<file path="src/rtl/sfi_pkg.sv">
package sfi_pkg;
    typedef enum logic [1:0] {
        SEL_TX_THR = 2'd0,
        SEL_RX_THR = 2'd1,
        SEL_MASK   = 2'd2,
        SEL_CLEAR  = 2'd3
    } reg_sel_e;

    typedef enum logic {
        FLAG_IDLE = 1'b0,
        FLAG_HELD = 1'b1
    } flag_state_e;

    localparam int NUM_IRQ = 5;
    localparam int NUM_ERR = 3;

    // raw vector positions
    localparam int IRQ_TX_LOW  = 0;
    localparam int IRQ_TX_OVF  = 1;
    localparam int IRQ_RX_UDF  = 2;
    localparam int IRQ_RX_OVF  = 3;
    localparam int IRQ_RX_HIGH = 4;

    // clear register positions
    localparam int CLR_ALL    = 0;
    localparam int CLR_RX_UDF = 1;
    localparam int CLR_RX_OVF = 2;
    localparam int CLR_TX_OVF = 3;
endpackage

</file>
<file path="src/rtl/sfi_level_decode.sv">
module sfi_level_decode
    import sfi_pkg::*;
#(
    parameter int LVL_W = 6
) (
    input  logic             clk,
    input  logic             rst_n,
    input  logic             busy_i,
    input  logic [LVL_W-1:0] tx_depth_i,
    input  logic [LVL_W-1:0] rx_depth_i,
    input  logic [LVL_W-1:0] tx_level_i,
    input  logic [LVL_W-1:0] rx_level_i,
    input  logic             tx_push_i,
    input  logic             rx_push_i,
    input  logic             rx_pop_i,
    input  logic [LVL_W-1:0] tx_thr_i,
    input  logic [LVL_W-1:0] rx_thr_i,
    output logic [4:0]       status_o,
    output logic [1:0]       thr_hit_o,
    output logic [NUM_ERR-1:0] err_ev_o
);
    logic tx_full, tx_empty, rx_full, rx_empty;
    logic [4:0] status_d, status_q;
    logic [1:0] thr_d, thr_q;

    always_comb begin
        tx_full  = (tx_level_i == tx_depth_i);
        tx_empty = (tx_level_i == '0);
        rx_full  = (rx_level_i == rx_depth_i);
        rx_empty = (rx_level_i == '0);
        status_d = {rx_full, rx_empty, tx_empty, tx_full, busy_i};
        thr_d    = {(rx_level_i > rx_thr_i), (tx_level_i <= tx_thr_i)};
        // index 0 tx overflow, 1 rx underflow, 2 rx overflow
        err_ev_o = {rx_push_i & rx_full, rx_pop_i & rx_empty, tx_push_i & tx_full};
    end

    always_ff @(posedge clk or negedge rst_n) begin
        if (!rst_n) begin
            status_q <= '0;
            thr_q    <= '0;
        end else begin
            status_q <= status_d;
            thr_q    <= thr_d;
        end
    end

    assign status_o  = status_q;
    assign thr_hit_o = thr_q;

    assert_tx_empty_R1: assert property (@(posedge clk) disable iff (!rst_n)
        (tx_level_i == '0) |=> status_o[2]);
    assert_rx_full_R1: assert property (@(posedge clk) disable iff (!rst_n)
        (rx_level_i != rx_depth_i) |=> !status_o[4]);
    assert_tx_low_R2: assert property (@(posedge clk) disable iff (!rst_n)
        (tx_level_i > tx_thr_i) |=> !thr_hit_o[0]);
    assert_rx_high_R3: assert property (@(posedge clk) disable iff (!rst_n)
        (rx_level_i > rx_thr_i) |=> thr_hit_o[1]);
endmodule

</file>
<file path="src/rtl/sfi_sticky_flag.sv">
module sfi_sticky_flag
    import sfi_pkg::*;
(
    input  logic clk,
    input  logic rst_n,
    input  logic set_i,
    input  logic clr_i,
    output logic flag_o
);
    flag_state_e state_q, state_d;

    always_ff @(posedge clk or negedge rst_n) begin
        if (!rst_n) state_q <= FLAG_IDLE;
        else        state_q <= state_d;
    end

    always_comb begin
        state_d = state_q;
        unique case (state_q)
            FLAG_IDLE: if (set_i) state_d = FLAG_HELD;
            FLAG_HELD: if (clr_i && !set_i) state_d = FLAG_IDLE;
            default:   state_d = FLAG_IDLE;
        endcase
    end

    always_comb begin
        flag_o = (state_q == FLAG_HELD);
    end

    assert_set_wins_R8: assert property (@(posedge clk) disable iff (!rst_n)
        set_i |=> flag_o);
    assert_hold_R7: assert property (@(posedge clk) disable iff (!rst_n)
        (flag_o && !clr_i) |=> flag_o);
    assert_no_spurious_R4: assert property (@(posedge clk) disable iff (!rst_n)
        (!flag_o && !set_i) |=> !flag_o);
endmodule

</file>
<file path="src/rtl/sfi_cfg_regs.sv">
module sfi_cfg_regs
    import sfi_pkg::*;
#(
    parameter int LVL_W  = 6,
    parameter int DATA_W = 8
) (
    input  logic              clk,
    input  logic              rst_n,
    input  logic              wr_i,
    input  logic [1:0]        sel_i,
    input  logic [DATA_W-1:0] wdata_i,
    input  logic [LVL_W-1:0]  tx_depth_i,
    input  logic [LVL_W-1:0]  rx_depth_i,
    output logic [LVL_W-1:0]  tx_thr_o,
    output logic [LVL_W-1:0]  rx_thr_o,
    output logic [NUM_IRQ-1:0] mask_o,
    output logic [NUM_ERR-1:0] err_clr_o
);
    localparam int CMP_W = (DATA_W > LVL_W) ? DATA_W : LVL_W;

    logic [LVL_W-1:0] tx_thr_q, rx_thr_q;
    logic [NUM_IRQ-1:0] mask_q;
    logic [CMP_W-1:0] wide_data, wide_tx_depth, wide_rx_depth;
    logic tx_ok, rx_ok, clr_wr;

    always_comb begin
        wide_data     = CMP_W'(wdata_i);
        wide_tx_depth = CMP_W'(tx_depth_i);
        wide_rx_depth = CMP_W'(rx_depth_i);
        tx_ok  = wr_i && (sel_i == SEL_TX_THR) && (wide_data < wide_tx_depth);
        rx_ok  = wr_i && (sel_i == SEL_RX_THR) && (wide_data < wide_rx_depth);
        clr_wr = wr_i && (sel_i == SEL_CLEAR);
        // flag order: tx overflow, rx underflow, rx overflow
        err_clr_o[0] = clr_wr && (wdata_i[CLR_TX_OVF] || wdata_i[CLR_ALL]);
        err_clr_o[1] = clr_wr && (wdata_i[CLR_RX_UDF] || wdata_i[CLR_ALL]);
        err_clr_o[2] = clr_wr && (wdata_i[CLR_RX_OVF] || wdata_i[CLR_ALL]);
    end

    always_ff @(posedge clk or negedge rst_n) begin
        if (!rst_n) begin
            tx_thr_q <= '0;
            rx_thr_q <= '0;
            mask_q   <= '0;
        end else begin
            if (tx_ok) tx_thr_q <= wdata_i[LVL_W-1:0];
            if (rx_ok) rx_thr_q <= wdata_i[LVL_W-1:0];
            if (wr_i && (sel_i == SEL_MASK)) mask_q <= wdata_i[NUM_IRQ-1:0];
        end
    end

    assign tx_thr_o = tx_thr_q;
    assign rx_thr_o = rx_thr_q;
    assign mask_o   = mask_q;

    assert_tx_reject_R9: assert property (@(posedge clk) disable iff (!rst_n)
        (wr_i && sel_i == SEL_TX_THR && wide_data >= wide_tx_depth) |=> $stable(tx_thr_o));
    assert_rx_reject_R9: assert property (@(posedge clk) disable iff (!rst_n)
        (wr_i && sel_i == SEL_RX_THR && wide_data >= wide_rx_depth) |=> $stable(rx_thr_o));
    assert_mask_hold_R10: assert property (@(posedge clk) disable iff (!rst_n)
        !(wr_i && sel_i == SEL_MASK) |=> $stable(mask_o));
endmodule

</file>
<file path="src/rtl/sfi_ctrl.sv">
module sfi_ctrl
    import sfi_pkg::*;
#(
    parameter int DEPTH_MAX = 32,
    parameter int DATA_W    = 8,
    localparam int LVL_W    = $clog2(DEPTH_MAX + 1)
) (
    input  logic              clk,
    input  logic              rst_n,
    input  logic              eng_busy,
    input  logic [LVL_W-1:0]  tx_depth,
    input  logic [LVL_W-1:0]  rx_depth,
    input  logic [LVL_W-1:0]  tx_level,
    input  logic [LVL_W-1:0]  rx_level,
    input  logic              tx_push,
    input  logic              rx_push,
    input  logic              rx_pop,
    input  logic              reg_wr,
    input  logic [1:0]        reg_sel,
    input  logic [DATA_W-1:0] reg_wdata,
    output logic [LVL_W-1:0]  tx_thresh,
    output logic [LVL_W-1:0]  rx_thresh,
    output logic [4:0]        irq_mask,
    output logic [4:0]        status,
    output logic [4:0]        raw_irq,
    output logic [4:0]        masked_irq,
    output logic              irq
);
    logic [1:0]         thr_hit;
    logic [NUM_ERR-1:0] err_ev, err_clr, err_flag;

    sfi_cfg_regs #(.LVL_W(LVL_W), .DATA_W(DATA_W)) cfg_i (
        .clk(clk), .rst_n(rst_n), .wr_i(reg_wr), .sel_i(reg_sel),
        .wdata_i(reg_wdata), .tx_depth_i(tx_depth), .rx_depth_i(rx_depth),
        .tx_thr_o(tx_thresh), .rx_thr_o(rx_thresh), .mask_o(irq_mask),
        .err_clr_o(err_clr)
    );

    sfi_level_decode #(.LVL_W(LVL_W)) dec_i (
        .clk(clk), .rst_n(rst_n), .busy_i(eng_busy),
        .tx_depth_i(tx_depth), .rx_depth_i(rx_depth),
        .tx_level_i(tx_level), .rx_level_i(rx_level),
        .tx_push_i(tx_push), .rx_push_i(rx_push), .rx_pop_i(rx_pop),
        .tx_thr_i(tx_thresh), .rx_thr_i(rx_thresh),
        .status_o(status), .thr_hit_o(thr_hit), .err_ev_o(err_ev)
    );

    for (genvar g = 0; g < NUM_ERR; g++) begin : g_err
        sfi_sticky_flag flag_i (
            .clk(clk), .rst_n(rst_n), .set_i(err_ev[g]),
            .clr_i(err_clr[g]), .flag_o(err_flag[g])
        );
    end

    always_comb begin
        raw_irq              = '0;
        raw_irq[IRQ_TX_LOW]  = thr_hit[0];
        raw_irq[IRQ_TX_OVF]  = err_flag[0];
        raw_irq[IRQ_RX_UDF]  = err_flag[1];
        raw_irq[IRQ_RX_OVF]  = err_flag[2];
        raw_irq[IRQ_RX_HIGH] = thr_hit[1];
        masked_irq           = raw_irq & irq_mask;
        irq                  = |masked_irq;
    end

    assert_tx_ovf_R4: assert property (@(posedge clk) disable iff (!rst_n)
        (tx_push && tx_level == tx_depth) |=> raw_irq[IRQ_TX_OVF]);
    assert_rx_udf_R5: assert property (@(posedge clk) disable iff (!rst_n)
        (rx_pop && rx_level == '0) |=> raw_irq[IRQ_RX_UDF]);
    assert_rx_ovf_R6: assert property (@(posedge clk) disable iff (!rst_n)
        (rx_push && rx_level == rx_depth) |=> raw_irq[IRQ_RX_OVF]);
    assert_quiet_line_R10: assert property (@(posedge clk) disable iff (!rst_n)
        (raw_irq == '0) |-> !irq);
endmodule

</file>
<file path="config.mk">
export PLATFORM = sky130hd
export DESIGN_NAME = sfi_ctrl
export DESIGN_NICKNAME = d
export VERILOG_FILES = /design/src/rtl/sfi_pkg.sv /design/src/rtl/sfi_level_decode.sv /design/src/rtl/sfi_sticky_flag.sv /design/src/rtl/sfi_cfg_regs.sv /design/src/rtl/sfi_ctrl.sv
export SDC_FILE = /design/constraint.sdc
export NUM_CORES = 1
export LEC_CHECK = 0
export BUFFER_PORTS_ARGS = -buffer_cell sky130_fd_sc_hd__buf_4
export CAP_MARGIN = 30
export CELL_PAD_IN_SITES_DETAIL_PLACEMENT = 1
export CELL_PAD_IN_SITES_GLOBAL_PLACEMENT = 1
export CORE_MARGIN = 5
export CORE_UTILIZATION = 36
export DETAILED_ROUTE_END_ITERATION = 10
export GPL_TIMING_DRIVEN = 0
export MAX_ROUTING_LAYER = met4
export PLACE_DENSITY = 0.82
export SETUP_SLACK_MARGIN = 0.1
export SYNTH_ARGS = -nofsm -noshare
export SYNTH_HDL_FRONTEND = slang
export SYNTH_SLANG_ARGS = --single-unit
</file>
<file path="constraint.sdc">
create_clock -name clk -period 2 [get_ports clk]
set_clock_uncertainty 0.05 [all_clocks]
set_input_delay 0.4 -clock clk [delete_from_list [all_inputs] [get_ports clk]]
set_output_delay 0.4 -clock clk [all_outputs]
set_load 0.02 [all_outputs]
</file>
==> results.json, run 1 <==
{
  "outcome": "finished with violations",
  "violations": "setup timing",
  "place_inst": 300,
  "maxSlewViolCount": 0,
  "cp.required_ps": 1550,
  "grt_pass1_wl_um": 8321,
  "synth_top_family_by_area": "adder cells",
  "wl_per_cell_um": 16.93,
  "utilization_pct": 55.92,
  "hold_class": "in2reg",
  "diodes": 0,
  "cts_made_buffers": 3,
  "r2r_end": "dec_i.thr_hit_o[0]",
  "avgSynthCellArea_um2": 10.88,
  "cts_tree": "done",
  "yosysWarnings": 0,
  "setup_viol": 1,
  "period_share_pct": 104.1,
  "synth_compound_gate_area_share_pct": 10.78,
  "rsz0062_at_grt": "yes",
  "synth_fa_ha_area_share_pct": 15.82,
  "yosys.area_share.xor_xnor_pct": 6.039,
  "portBuffers": 73,
  "reg2reg_setup_slack_ps": 330,
  "n_fill_cell": 529,
  "period_needed_ps": 2083,
  "dpl_worst_slack_ps": -436.7,
  "crit_type": "reg2out",
  "worst_setup_path_start_kind": "flip-flop",
  "ctsLongestPathBuffers": 2,
  "p_total_w": 0.001986,
  "chipWidth_um": 79.53,
  "dp_hpwl_um": 4180,
  "reg2reg_from": "cfg_i.tx_thr_o[3]",
  "core_um2": 4723,
  "overflow": 0,
  "hold_viol": 0,
  "synth_cells": 160,
  "path_max_fanout": 2,
  "antenna_found_initial": 0,
  "max-vdd-ir-drop_uv": 363.8,
  "yosys_register_bits": 27,
  "start_util_pct": 36.85,
  "fin_area_um2": 2641,
  "area_growth_pct": 51.76,
  "place.gp.congestion": 0.8501,
  "nets": 311,
  "stdcell_count": 314,
  "clkLatencyLatePin_ps": 270,
  "grt_max_degree": 28,
  "ant_nets": 0,
  "crit_start": "g_err[0].flag_i.flag_o",
  "finalWorstSetupSlack_ps": -82.75,
  "grt_pass1_vias": 1706,
  "clock_sinks": 27,
  "synth-simple-area-share_pct": 11.07,
  "placed_cell_area_um2": 2434,
  "tightest_slew_ps": 385.4,
  "worstHoldStart": "eng_busy",
  "crit_path_end": "irq",
  "syn-num-nets": 223,
  "synthMuxAreaShare_pct": 11.00,
  "die_h_um": 79.53,
  "cp_data_arrival_time_ps": 1630,
  "leakage_nw": 1.349,
  "syn-cell-area_um2": 1740,
  "viasPerCell": 4.927,
  "grt_usage_pct": 17.44,
  "num_rows": 25,
  "io_pins": 74,
  "ys_seq_area_share_pct": 38.82,
  "r2r_cells": 6,
  "cts_root_buffer": "clkbuf_8",
  "htree_levels": 1,
  "drc_errors": 0,
  "drt_first_pass_iters": 4,
  "pwr_density_cell_nw_per_um2": 751.8,
  "finalWirelength_um": 5316,
  "synth_cell_types": 32,
  "fmax_ghz": 0.4801,
  "relSlewSlack_pct": 74.22,
  "path_clk_slew_ps": 100,
  "max_cap_viol_count": 0,
  "dr_total_vias": 1547,
  "drt_iter0_markers": 39,
  "crit_path_end_kind": "output pin",
  "die-area_um2": 6325,
  "drive_gt1_share_pct": 48.18
}
==> synthesized netlist by cell type, drive strengths merged <==
cell,count,area (µm²)
dfrtp,27,675.7
inv,24,90.09
ha,22,275.3
mux2,17,191.4
xnor2,8,70.07
a21oi,6,30.03
o21ai,6,30.02
and2,5,31.28
a21o,4,30.03
nand2,4,15.01
nor2b,4,25.02
nor3,4,20.02
xor2,4,35.03
a22o,3,26.28
buf,3,22.52
nand4,3,18.77
or4,3,22.52
and3,2,13.77
a2111o,1,11.26
a221oi,1,26.28
a32oi,1,8.760
a41oi,1,16.27
and4,1,8.760
nand3b,1,7.510
nor2,1,3.750
o32ai,1,8.760
or2,1,6.260
or3,1,6.260
or4b,1,13.76
==> report_power, final <==
| part | switching (W) | leakage (nW) | internal (W) |
|---|---|---|---|
| Sequential | 0.0000803 | 0.343 | 0.000648 |
| Combinational | 0.000441 | 0.981 | 0.000490 |
| Clock | 0.000186 | 0.0255 | 0.000140 |
| Total | 0.000708 | 1.35 | 0.00128 |
==> layout make-up <==
type                    instances  area, µm²  share of cell area, %
plain buffers                   3      22.52                 0.8527
clock buffers                   3      41.29                  1.563
clock inverters                 1      5.005                 0.1895
inverters                      24      92.59                  3.505
multi-input cells             106       1052                  39.84
flip-flops and latches         27      675.6                  25.58
well taps                      67      83.83                  3.174
repair buffers                 83      668.1                  25.30
==> metal layers <==
| metal | wire length [µm] | track usage (%) |
|---|---|---|
| met5 | 0 | - |
| met2 | 2882 | 32.55 |
| met1 | 2140 | 19.83 |
| met4 | 86 | 4.124 |
| met3 | 206 | 1.919 |
==> layout by cell type, fill, tap and decap left out, drive strengths merged, types with 2 or more instances in the layout <==
cell type / netlist / routed
o21ai: 6 / 6
nand4: 3 / 3
a21oi: 6 / 6
inv: 24 / 24
mux2: 17 / 17
nor2b: 4 / 4
xor2: 4 / 4
and2: 5 / 5
dfrtp: 27 / 27
ha: 22 / 22
and3: 2 / 2
buf: 3 / 85
a21o: 4 / 4
xnor2: 8 / 8
clkbuf: 0 / 3
or4: 3 / 3
nand2: 4 / 4
nor3: 4 / 4
a22o: 3 / 3
==> sequential cells by signal (all words and copies together) (netlist names) <==
name / count
cfg_i.rx_thr_o: 6
g_err.flag_i.flag_o: 3
cfg_i.tx_thr_o: 6
cfg_i.mask_o: 5
dec_i.thr_hit_o: 2
dec_i.status_o: 5
==> critical path, stage by stage (launching register included) <==
cell	delay [ps]
dfrtp_1	400
and2_4	160
or2_4	230
or4_4	410
buf_6	140
==> worst min-delay path by stage <==
stage | to | slack [ps] | depth (start not counted)
floorplan | cfg_i.mask_o[0] | 50 | 0
global placement | cfg_i.tx_thr_o[2] | 290 | 1
detailed placement | cfg_i.tx_thr_o[2] | 290 | 1
CTS | dec_i.status_o[0] | 170 | 1
global route | dec_i.status_o[0] | 160 | 1
finish | dec_i.status_o[0] | 170 | 1
==> through the flow <==
step	setup TNS (ps)	hold WS, ps
detailed placement	-4150	290.6
finish	-82.75	171.3
floorplan	-651.7	54.41
global placement	-3949	286.1
CTS	-146.8	169.7
global route	-125.7	162.9
==> cells by family (layout without fill, tap and decap cells) <==
logic type | Yosys count | after routing
mux | 17 | 17
flops | 27 | 27
buf+inv | 27 | 114
simple gates | 31 | 31
xor+xnor | 12 | 12
fa+ha+maj | 22 | 22
compound gates | 24 | 24
==> timing repair <==
action | in CTS | in global routing
pin swaps | 2 | 6
endpoints found under the hold margin | 27 | 0
endpoints found under the setup margin | 13 | 12
resized for setup | 11 | 9
setup buffers | 5 | 4
hold buffers | 1 | 0
Power figures use the tool's default switching activity.
==> inputs of run 2 (changes only) <==
Settings changed: SETUP_SLACK_MARGIN 0.1 to 0.4.
==> run 2 against run 1 <==
Wire length rose by 5.2%. Highest routed layer unchanged. The run still ends with setup timing left. Combinational power rose by 4.7%. Cell area increased by 1.4%.
==> results.json, run 2 (synthesis gave the netlist of run 1 again) <==
{
  "outcome": "finished with violations",
  "violations": "setup timing",
  "htree_levels": 1,
  "diodes": 0,
  "reg2reg_from": "cfg_i.tx_thr_o[3]",
  "crit_path_top_delay_cell": "dfrtp_2",
  "grt_pass1_vias": 1792,
  "drt_iter0_markers": 44,
  "dpl_worst_slack_ps": -397.3,
  "hold_viol": 0,
  "crit_chain": "and2_4 -> or2_4 -> or4_4 -> buf_6",
  "ctsLongestPathBuffers": 2,
  "fmax_ghz": 0.4807,
  "chipWidth_um": 79.53,
  "n_fill_cell": 527,
  "cts_made_buffers": 3,
  "layout_common_cells": "buf_4, dfrtp_1, inv_1",
  "path_clk_slew_ps": 90,
  "finalWorstSetupSlack_ps": -80.29,
  "finalWirelength_um": 5591,
  "seq_area_um2": 679.4,
  "drive_gt1_share_pct": 50.40,
  "p_total_w": 0.002038,
  "cp_data_arrival_time_ps": 1630,
  "portBuffers": 73,
  "place.gp.congestion": 0.7999,
  "wl_per_cell_um": 17.75,
  "grt_usage_pct": 19.41,
  "grt_max_degree": 28,
  "ant_nets": 0,
  "io_pins": 74,
  "cts_tree": "done",
  "crit_family": "simple AND/OR/NAND/NOR gates",
  "die_h_um": 79.53,
  "multi_input_area_um2": 1076,
  "cp.required_ps": 1550,
  "tightest_slew_ps": 372.4,
  "period_needed_ps": 2080,
  "pwr_density_cell_nw_per_um2": 760.6,
  "worst_setup_path_start_kind": "flip-flop",
  "nets": 312,
  "clock_sinks": 27,
  "place_inst": 300,
  "crit_type": "reg2out",
  "layout_commonest_cell": "buf_4",
  "drt_first_pass_iters": 4,
  "antenna_found_initial": 0,
  "crit_buf_inv": 1,
  "relSlewSlack_pct": 74.91,
  "dp_hpwl_um": 4203,
  "crit_path_max_incr_delay_ps": 420,
  "viasPerCell": 4.968,
  "cts_root_buffer": "clkbuf_8",
  "max_cap_viol_count": 0,
  "core_um2": 4723,
  "hold_class": "in2reg",
  "crit_start": "cfg_i.mask_o[1]",
  "worstHoldStart": "eng_busy",
  "drc_errors": 0,
  "max-vdd-ir-drop_uv": 347.1,
  "period_share_pct": 104.0,
  "rsz0062_at_grt": "yes",
  "setup_viol": 1,
  "maxSlewViolCount": 0,
  "grt_pass1_wl_um": 9142,
  "start_util_pct": 36.85,
  "finalSetupTns_ps": -80.29,
  "crit_path_end_kind": "output pin",
  "num_rows": 25,
  "leakage_nw": 1.352,
  "path_max_fanout": 2,
  "overflow": 0,
  "stdcell_count": 315,
  "area_growth_pct": 53.92,
  "dr_total_vias": 1565,
  "die-area_um2": 6325,
  "clkLatencyLatePin_ps": 280
}
run 2: path summary, 6_finish.rpt:
kind                                                to  depth (start not counted)  slack [ps]
max in group asynchronous           dec_i.thr_hit_o[0]                          2        1080
min in group asynchronous            cfg_i.rx_thr_o[5]                          2         520
worst min register to register  g_err[2].flag_i.flag_o                          1         490
worst min-delay path                 dec_i.status_o[0]                          1         170
worst max register to register      dec_i.thr_hit_o[0]                          6         470
worst max-delay path                               irq                          4         -80
run 2: stage by stage:
| stage | hold WS [ps] | instance area, µm² | util (%) |
|---|---|---|---|
| after floorplan | 54.41 | 1810 | - |
| after detailed placement | 295.7 | 2442 | 51.71 |
| after global placement | 287.9 | 2442 | 51.71 |
| final | 170.6 | 2679 | 56.72 |
| after CTS | 170.2 | 2644 | 55.97 |
| after global routing | 158.1 | 2679 | 56.72 |
run 2: timing repair:
| action | 4_1_cts | 5_1_grt |
|---|---|---|
| buffers inserted | 8 | 2 |
| setup endpoints to repair | 14 | 14 |
| hold buffers | 1 | 0 |
| gates cloned | 0 | 0 |
| pin swaps | 7 | 5 |
| endpoints found under the hold margin | 27 | 0 |
| resized for setup | 19 | 3 |
run 2: layer usage:
metal  up-vias  track usage, %  part of all wire, %
met5         -               -                    0
met4         0           6.701                  1.4
met3         6           1.919                  3.6
met2        41           35.56                   54
met1       785           21.90                   41
li1        733               -                    -
run 2: report_power, final:
group          leakage, nW  switching (W)  internal [W]
logic                0.990       0.000471      0.000505
clock network       0.0228       0.000188      0.000144
registers            0.339      0.0000802      0.000650
total                 1.35       0.000739       0.00130
run 2: final cells by class:
class                   count  area share [%]
repair buffers             84           25.36
inverters                  24           3.456
plain buffers               3          0.8407
multi-input cells         106           40.17
flip-flops and latches     27           25.36
clock buffers               4           1.681
well taps                  67           3.129
==> inputs of run 3 (changes only) <==
Settings changed: CORE_UTILIZATION 36 to 35, PLACE_DENSITY 0.82 to 0.81, SYNTH_HIERARCHICAL from default to 1.
==> run 3 against run 2 <==
Die area rose by 3.5%. Sequential share of layout area fell by 0.19 points. Utilization fell by 0.90 points. Total power fell by 2.8%. The run now ends clean. Clock power fell by 7.6%. Wire length fell by 4.2%. Non-clock buffer count fell by 2. Final cell count rose by 3.8%. Highest routed layer unchanged. Synthesized area rose by 1.2%. Register-to-register slack improved by 60 ps. Via count rose by 0.70%. Hold slack improved by 9.3 ps.
==> results.json, run 3 <==
{
  "async_flop_share_pct": 100.0,
  "multi_input_area_um2": 1092,
  "crit_buf_inv": 2,
  "drc_errors": 0,
  "clock_sinks": 27,
  "htree_levels": 1,
  "setup_viol": 0,
  "grt_pass1_wl_um": 8397,
  "crit_chain": "buf_6 -> or4b_4 -> a2111o_1 -> a41oi_4 -> buf_12 -> mux2_4",
  "ys_seq_area_share_pct": 38.38,
  "p_total_w": 0.001980,
  "synthTopCellsByArea": "dfrtp_1, ha_1, mux2_2",
  "dr_total_vias": 1576,
  "core_um2": 4817,
  "crit_family": "compound AO/OA/AOI/OAI gates",
  "hold_class": "in2reg",
  "tightest_slew_ps": 422.8,
  "die-area_um2": 6548,
  "crit_path_end_kind": "flip-flop",
  "clkLatencyLatePin_ps": 270,
  "num_rows": 25,
  "place.gp.congestion": 0.7871,
  "synth_cells": 171,
  "yosys.cell_count.top_type": "inv_1",
  "cp.required_ps": 2110,
  "area_growth_pct": 52.74,
  "overflow": 0,
  "drt_iter0_markers": 33,
  "outcome": "complete, no violations",
  "crit_path_end": "cfg_i/tx_thr_o[4]",
  "portBuffers": 73,
  "wl_per_cell_um": 16.37,
  "chipWidth_um": 80.92,
  "n_fill_cell": 540,
  "holdWs_ps": 179.9,
  "synth_edf_count": 0,
  "worst_setup_path_start_kind": "input pin",
  "crit_start": "reg_wdata[7]",
  "path_clk_slew_ps": 90,
  "cp_data_arrival_time_ps": 2050,
  "max_cap_viol_count": 0,
  "io_pins": 74,
  "crit_path_top_delay_cell": "or4b_4",
  "period_needed_ps": 1944,
  "synth_cell_types": 33,
  "r2r_cells": 5,
  "yosys_register_bits": 27,
  "yosys_most_used_dff": "dfrtp_1",
  "max-vdd-ir-drop_uv": 427.2,
  "viasPerCell": 4.820,
  "fin_area_um2": 2689,
  "nets": 324,
  "yosysWarnings": 6,
  "crit_type": "in2reg",
  "worstHoldStart": "eng_busy",
  "synth_commonest_cells": "inv_1, dfrtp_1, ha_1",
  "start_util_pct": 36.55,
  "leakage_nw": 1.398,
  "place_inst": 311,
  "cts_tree": "done",
  "seq_area_um2": 676.9,
  "stdcell_count": 327,
  "ctsLongestPathBuffers": 2,
  "ant_nets": 0,
  "dp_hpwl_um": 4171,
  "cts_root_buffer": "clkbuf_8",
  "drive_gt1_share_pct": 46.15,
  "avgSynthCellArea_um2": 10.29,
  "finalWirelength_um": 5354,
  "layout_commonest_cell": "buf_4",
  "die_h_um": 80.92,
  "rsz0062_at_grt": "yes",
  "reg2reg_setup_slack_ps": 530,
  "hold_viol": 0,
  "cp.depth": 6,
  "fmax_ghz": 0.5144,
  "reg2reg_from": "cfg_i/rx_thr_o[5]",
  "yosysTopAreaCellShare_pct": 38.38,
  "placed_cell_area_um2": 2426,
  "maxSlewViolCount": 0,
  "pwr_density_cell_nw_per_um2": 736.3,
  "synth_top_area_cell": "dfrtp_1",
  "syn-cell-area_um2": 1760,
  "relSlewSlack_pct": 71.51,
  "grt_max_degree": 28,
  "crit_path_max_incr_delay_ps": 550,
  "r2r_end": "dec_i/thr_hit_o[1]",
  "period_share_pct": 97.21,
  "antenna_found_initial": 0,
  "drt_first_pass_iters": 4,
  "syn-num-nets": 234,
  "diodes": 0,
  "path_max_fanout": 6,
  "grt_usage_pct": 17.20,
  "layout_common_cells": "buf_4, inv_1, dfrtp_1",
  "grt_pass1_vias": 1728,
  "cts_made_buffers": 3
}
## run 3: cell count changes in the layout (fill, tap and decap cells not counted), moves of 3 or more
cell	previous run	this run
a21o_1	4	8
inv_1	23	27
nand3_1	0	4
nor2_1	1	7
o21ai_0	5	2
## run 3: worst min path at each step
stage	to	slack, ps	cells after the start
after floorplan	cfg_i/mask_o[0]	50	0
after global placement	dec_i/status_o[1]	280	1
after detailed placement	dec_i/status_o[1]	290	1
after CTS	dec_i/status_o[0]	170	1
after global routing	dec_i/status_o[0]	170	1
final	dec_i/status_o[0]	180	1
## run 3: through the flow
stage	utilization, %	setup slack [ps]	setup TNS [ps]
finish	55.82	55.81	0
global route	55.82	28.14	0
CTS	55.35	48.65	0
detailed placement	50.36	-476.3	-4966
global placement	50.36	-382.1	-4449
floorplan	-	-99.24	-1138
## run 3: logic make-up after synthesis
group | Yosys count | share of synthesized area, %
flip-flops | 27 | 38.38
XOR/XNOR | 12 | 5.970
multiplexers | 17 | 10.87
AND/OR/NAND/NOR | 42 | 13.72
AO/OA/AOI/OAI | 22 | 9.240
buffers and inverters | 29 | 6.183
adder cells (fa/ha/maj) | 22 | 15.64
## run 3: layout make-up
class	count	share of cell area, %
clock buffer	4	1.675
inverter	29	4.141
multi-input combinational	115	40.62
sequential	27	25.17
tap	67	3.118
timing repair buffer	85	25.27
## run 3: report_power, final
group | internal, W | switching (W) | total [W]
sequential | 0.000649 | 0.0000807 | 0.000729
combinational | 0.000490 | 0.000455 | 0.000944
clock | 0.000143 | 0.000163 | 0.000306
## run 3: per-layer routing
metal  share of wire [%]  track usage, %  up-vias
li1                    -               -      760
met1                  42           19.56      763
met2                  50           30.87       47
met3                 6.3           3.991        6
met4                 1.0           3.378        0
met5                   0               -        -
## run 3: timing repair
| item | in CTS | in global routing |
|---|---|---|
| resized for setup | 28 | 0 |
| gates cloned | 0 | 0 |
| hold buffers | 1 | 0 |
| pin swaps | 10 | 2 |
| setup buffers | 8 | 3 |
| setup endpoints to repair | 13 | 13 |
| endpoints found under the hold margin | 27 | 0 |
## run 3: worst register-to-register path, delay by kind of cell, from the launching register on
| family | cells | cell delay, ps |
|---|---|---|
| flip-flops | 1 | 390 |
| AND/OR/NAND/NOR | 2 | 400 |
| adder cells (fa/ha/maj) | 1 | 300 |
| AO/OA/AOI/OAI | 1 | 200 |
| buffers and inverters | 1 | 50 |
